===== src/rtl/pwm_pkg.sv =====
package pwm_pkg;
  localparam logic [1:0] SEL_PERIOD = 2'd0;
  localparam logic [1:0] SEL_DUTY_HI = 2'd1;
  localparam logic [1:0] SEL_DUTY_LO = 2'd2;
  localparam logic [1:0] SEL_PSC = 2'd3;

  typedef struct packed {
    logic tick;
    logic wrap;
  } pwmStrobe_t;

  function automatic logic [2:0] pscShift(input logic [1:0] sel);
    case (sel)
      2'b00: pscShift = 3'd0;
      2'b01: pscShift = 3'd2;
      default: pscShift = 3'd4;
    endcase
  endfunction
endpackage


===== src/rtl/pwm_ctrl.sv =====
module pwm_ctrl
  import pwm_pkg::*;
#(
  parameter int CNT_W = 8,
  parameter int FRAC_W = 2,
  parameter int PSC_LOG2_MAX = 4
) (
  input  logic              clk,
  input  logic              rst,
  input  logic [1:0]        pscSel,
  input  logic [CNT_W-1:0]  cnt,
  input  logic [CNT_W-1:0]  period,
  output pwmStrobe_t        strb,
  output logic [FRAC_W-1:0] frac
);
  localparam int SUB_W = FRAC_W + PSC_LOG2_MAX;

  logic [SUB_W-1:0] sub;
  logic [SUB_W-1:0] subLast;
  logic [2:0] shift;

  always_comb begin
    shift = pscShift(pscSel);
    for (int i = 0; i < SUB_W; i++) begin
      subLast[i] = (i < FRAC_W + int'(shift));
    end
  end

  assign frac = FRAC_W'(sub >> shift);
  assign strb.tick = (sub == subLast);
  assign strb.wrap = strb.tick && (cnt == period);

  always_ff @(posedge clk) begin
    if (rst) sub <= '0;
    else if (strb.tick) sub <= '0;
    else sub <= sub + 1'b1;
  end
endmodule


===== src/rtl/pwm_dp.sv =====
module pwm_dp
  import pwm_pkg::*;
#(
  parameter int CNT_W = 8,
  parameter int FRAC_W = 2
) (
  input  logic              clk,
  input  logic              rst,
  input  logic              wrEn,
  input  logic [1:0]        wrSel,
  input  logic [CNT_W-1:0]  wrData,
  input  pwmStrobe_t        strb,
  input  logic [FRAC_W-1:0] frac,
  output logic [CNT_W-1:0]  period,
  output logic [1:0]        pscSel,
  output logic [CNT_W-1:0]  cnt,
  output logic [CNT_W-1:0]  actHi,
  output logic              pwmOut
);
  localparam int TB_W = CNT_W + FRAC_W;

  logic [CNT_W-1:0]  pendHi;
  logic [FRAC_W-1:0] pendLo;
  logic [FRAC_W-1:0] actLo;
  logic [TB_W-1:0]   timeBase;
  logic [TB_W-1:0]   actDuty;

  always_ff @(posedge clk) begin
    if (wrEn) begin
      case (wrSel)
        SEL_PERIOD:  period <= wrData;
        SEL_DUTY_HI: pendHi <= wrData;
        SEL_DUTY_LO: pendLo <= wrData[FRAC_W-1:0];
        default:     pscSel <= wrData[1:0];
      endcase
    end
  end

  always_ff @(posedge clk) begin
    if (rst) cnt <= '0;
    else if (strb.wrap) cnt <= '0;
    else if (strb.tick) cnt <= cnt + 1'b1;
  end

  always_ff @(posedge clk) begin
    if (rst) begin
      actHi <= '0;
      actLo <= '0;
    end else if (strb.wrap) begin
      actHi <= pendHi;
      actLo <= pendLo;
    end
  end

  assign timeBase = {cnt, frac};
  assign actDuty = {actHi, actLo};

  always_ff @(posedge clk) begin
    if (rst) pwmOut <= 1'b0;
    else pwmOut <= (timeBase < actDuty);
  end
endmodule


===== src/rtl/pwm_gen.sv =====
module pwm_gen
  import pwm_pkg::*;
#(
  parameter int CNT_W = 8,
  parameter int FRAC_W = 2,
  parameter int PSC_LOG2_MAX = 4
) (
  input  logic             clk,
  input  logic             rst,
  input  logic             wrEn,
  input  logic [1:0]       wrSel,
  input  logic [CNT_W-1:0] wrData,
  output logic             pwmOut,
  output logic [CNT_W-1:0] cntVal,
  output logic [CNT_W-1:0] dutyHiAct
);
  pwmStrobe_t strb;
  logic [FRAC_W-1:0] frac;
  logic [CNT_W-1:0] period;
  logic [1:0] pscSel;

  pwm_ctrl #(.CNT_W(CNT_W), .FRAC_W(FRAC_W), .PSC_LOG2_MAX(PSC_LOG2_MAX)) u_ctrl (
    .clk(clk), .rst(rst), .pscSel(pscSel), .cnt(cntVal), .period(period),
    .strb(strb), .frac(frac)
  );

  pwm_dp #(.CNT_W(CNT_W), .FRAC_W(FRAC_W)) u_dp (
    .clk(clk), .rst(rst), .wrEn(wrEn), .wrSel(wrSel), .wrData(wrData),
    .strb(strb), .frac(frac), .period(period), .pscSel(pscSel),
    .cnt(cntVal), .actHi(dutyHiAct), .pwmOut(pwmOut)
  );
endmodule


===== config.mk =====
export PLATFORM = sky130hd
export DESIGN_NAME = pwm_gen
export DESIGN_NICKNAME = d
export VERILOG_FILES = /design/src/rtl/pwm_pkg.sv /design/src/rtl/pwm_ctrl.sv /design/src/rtl/pwm_dp.sv /design/src/rtl/pwm_gen.sv
export SDC_FILE = /design/constraint.sdc
export NUM_CORES = 1
export LEC_CHECK = 0
export ABC_AREA = 1
export CAP_MARGIN = 0
export CORE_MARGIN = 2
export CORE_UTILIZATION = 40
export CTS_BUF_LIST = sky130_fd_sc_hd__clkbuf_4 sky130_fd_sc_hd__clkbuf_8
export DETAILED_ROUTE_END_ITERATION = 12
export HOLD_SLACK_MARGIN = 0.08
export REMOVE_ABC_BUFFERS = 1
export SLEW_MARGIN = 5
export SYNTH_ARGS = -nofsm -noshare
export SYNTH_HDL_FRONTEND = slang
export SYNTH_HIERARCHICAL = 1
export SYNTH_SLANG_ARGS = --single-unit

===== constraint.sdc =====
create_clock -name clk -period 2.2 [get_ports clk]
set_clock_uncertainty 0.15 [all_clocks]
set_input_delay 0.44 -clock clk [delete_from_list [all_inputs] [get_ports clk]]
set_output_delay 0.44 -clock clk [all_outputs]
set_load 0.05 [all_outputs]

==> metrics.txt <==
clk_lat worst skew=~0.30 ns; IR drop worst, VDD=slightly below 0.4 mV; Top Ports=30; setup_tns=0 ns; DR vias=1538; combinational share of power=0.052; fin nets=~300; GPL Wtd Cong=between 0.7 and 0.8; Initial Utilization=0.4088; CP Class=reg2out; placement row count=26; Diodes inserted=0; main area contributors after synthesis=edfxtp_1 (29%), dfxtp_1 (24%), nand2_1 (9.0%); Resize count post-CTS=0; #FFs+latches synth=45; First-pass DRT Iterations=5; initial antenna violation count=0; CTS Buffer Depth=2; Die Height=75.56 µm; largest net degree at the start of global routing=20; register area share after synthesis=0.5376; dpl ws=between 0.2 and 0.3 ns; Final WS setup=just over 0.05 ns; Rel. slew slack=0.6628; period utilisation layout=0.9770; switching fraction of total power=0.2029; layout cells sized above 1=0.1095; minimum clock period=2.149 ns; Reg area=between 1000 and 1500 µm²; CORE AREA=between 5000 and 6000 µm²; flop-to-flop setup slack=slightly below 0.3 ns; outcome=complete, no violations; TritonCTS Buffers=5; CTS root buf=clkbuf_8; DIE WIDTH=roughly 76 µm; Final Max Tran Viols=0; Post-CTS Hold Buffers=0; Max-cap violations=0; P_sw=355.8 µW; area of the mapped netlist=2048 µm²; R2R cell count=8; Antenna Nets Post-Route=0; drt total wl=roughly 3700 µm; WP buf/inv=1; P_leak=1.044 nW; CP Depth=1; DIE AREA=roughly 5700 µm²; GRT Util Overall=0.1438; crit start category=flop; Mapped Cells=234; PortBufs=29; # DRC=0; Sink Count=45; Mean Syn Cell Area=roughly 8.8 µm²; CP endpoint kind=output port; clock share of power=0.429; max incr delay on CP=0.83 ns; Clock transition at path regs=0.09 ns; post-CTS setup buffers=0; most common cell in the netlist=nand2_1; RSZ-0062 raised after global routing=false; register share of total power=0.519; Worst Hold Depth=2; DP Wirelength=roughly 2800 µm; CP cell instances=clkdlybuf4s50_1; First DRT Iteration DRCs=75; synth-to-layout area growth=25.53%; Max Fanout on Critical Path=5; Fillers=510; CTS H-tree lvls=2; YS warnings=6; Worst EP arrival=~1.6 ns; Int Power=approximately 1.4 mW; actual slew at the worst max-slew pin=0.5042 ns; clock tree from TritonCTS=built; ys flop type=dfxtp_1; FFs w/ async S/R, synth=0; number of flops mapped to enable cells by yosys=20; vias in the first global route=between 1000 and 1500; top post-synthesis cells by count=nand2_1 (49), inv_1 (37), nor2_1 (28), dfxtp_1 (25), edfxtp_1 (20); FMAX=465.2 MHz; Tot Pwr=approximately 1.8 mW; Power Density=682.1 nW/µm²; via density per instance=approximately 4.5; worst min-delay path class=reg2reg; Setup violations, final=0; area of the multi-input gates=about 800 µm²; library cells used by synthesis=21; Yosys top cell area share=0.2932; wire length per cell=roughly 11 µm; CP max stage cell=clkdlybuf4s50_1; GRT Residual Overflow=0; crit-path leading delay family=buffers and inverters; post-synth top area cell=edfxtp_1; Crit path required time=roughly 1.6 ns; final hold violations=0; global-route wire length before repair=about 6000 µm
[final timing paths]
check / start / to
hold / removal: u_dp/actLo[1]$_SDFFE_PP0P_ / u_dp/actLo[1]$_SDFFE_PP0P_
setup / recovery: u_dp/cnt[7]$_SDFFE_PP0P_ / cntVal[7]
setup reg to reg: u_dp/pscSel[1]$_DFFE_PP_ / u_dp/actHi[1]$_SDFFE_PP0P_
hold reg to reg: u_dp/actLo[1]$_SDFFE_PP0P_ / u_dp/actLo[1]$_SDFFE_PP0P_
[stage by stage]
| stage | instance area, µm² | std cells | util | hold slack, ns |
|---|---|---|---|---|
| floorplan | 2043 | 233 | - | 0.2795 |
| global placement | 2434 | 336 | 0.4858 | 0.3029 |
| detailed placement | 2434 | 336 | 0.4858 | 0.3092 |
| CTS | 2571 | 344 | 0.5132 | 0.3220 |
| global route | 2571 | 344 | 0.5132 | 0.3379 |
| finish | 2571 | 344 | 0.5132 | 0.3203 |
[placed cells by master (no fill, tap or decap), drive strengths merged]
cell	Yosys	routed
o21ai	14	14
clkdlybuf4s50	0	22
edfxtp	20	20
clkbuf	0	5
xor2	2	2
buf	1	11
a22oi	1	1
xnor2	6	6
inv	37	38
ha	11	11
bufinv	0	2
nand4	1	1
nor2	34	34
a21oi	18	18
nor3	7	7
nand3	4	4
dfxtp	25	25
nand2	53	53
[registers in the layout, indices dropped and copies added (netlist names)]
signal	count
u_dp/actHi	8
u_dp/cnt	8
u_dp/pendHi	8
u_dp/period	8
u_ctrl/sub	6
u_dp/actLo	2
u_dp/pendLo	2
u_dp/pscSel	2
u_dp/pwmOut	1
[metal layers]
| metal | routed length [µm] | vias to the layer above | global-route usage |
|---|---|---|---|
| met5 | 0 | - | 0 |
| met3 | 198 | 2 | 0.03968 |
| met4 | 34 | 0 | 0.05263 |
| li1 | - | 824 | - |
| met2 | 1640 | 39 | 0.2203 |
| met1 | 1849 | 673 | 0.1958 |
[cell families after synthesis]
group                      share of synthesized area
xor gates and xnor gates                     0.03421
and+or+nand+nor                               0.2089
buffers and inverters                        0.07025
DFF                                           0.5376
adders and majority gates                    0.06720
AOI/OAI and AO/OA                            0.08186
[final cells by class]
cell class                 instances  share of cell area
clock buffer                       5             0.02676
clock inverter                     3             0.02676
timing repair buffer              33              0.1178
tap                               70             0.03406
multi-input combinational        151              0.3124
sequential                        45              0.4282
inverter                          37             0.05401
[power groups by stage]
stage	registers [mW]	logic, mW	clock network (mW)
floorplan	0.930	0.0467	0
global placement	0.930	0.0899	0
detailed placement	0.931	0.0917	0
CTS	0.911	0.0922	0.771
global route	0.914	0.103	0.810
finish	0.911	0.0909	0.752
(Power assumes the default switching activity.)
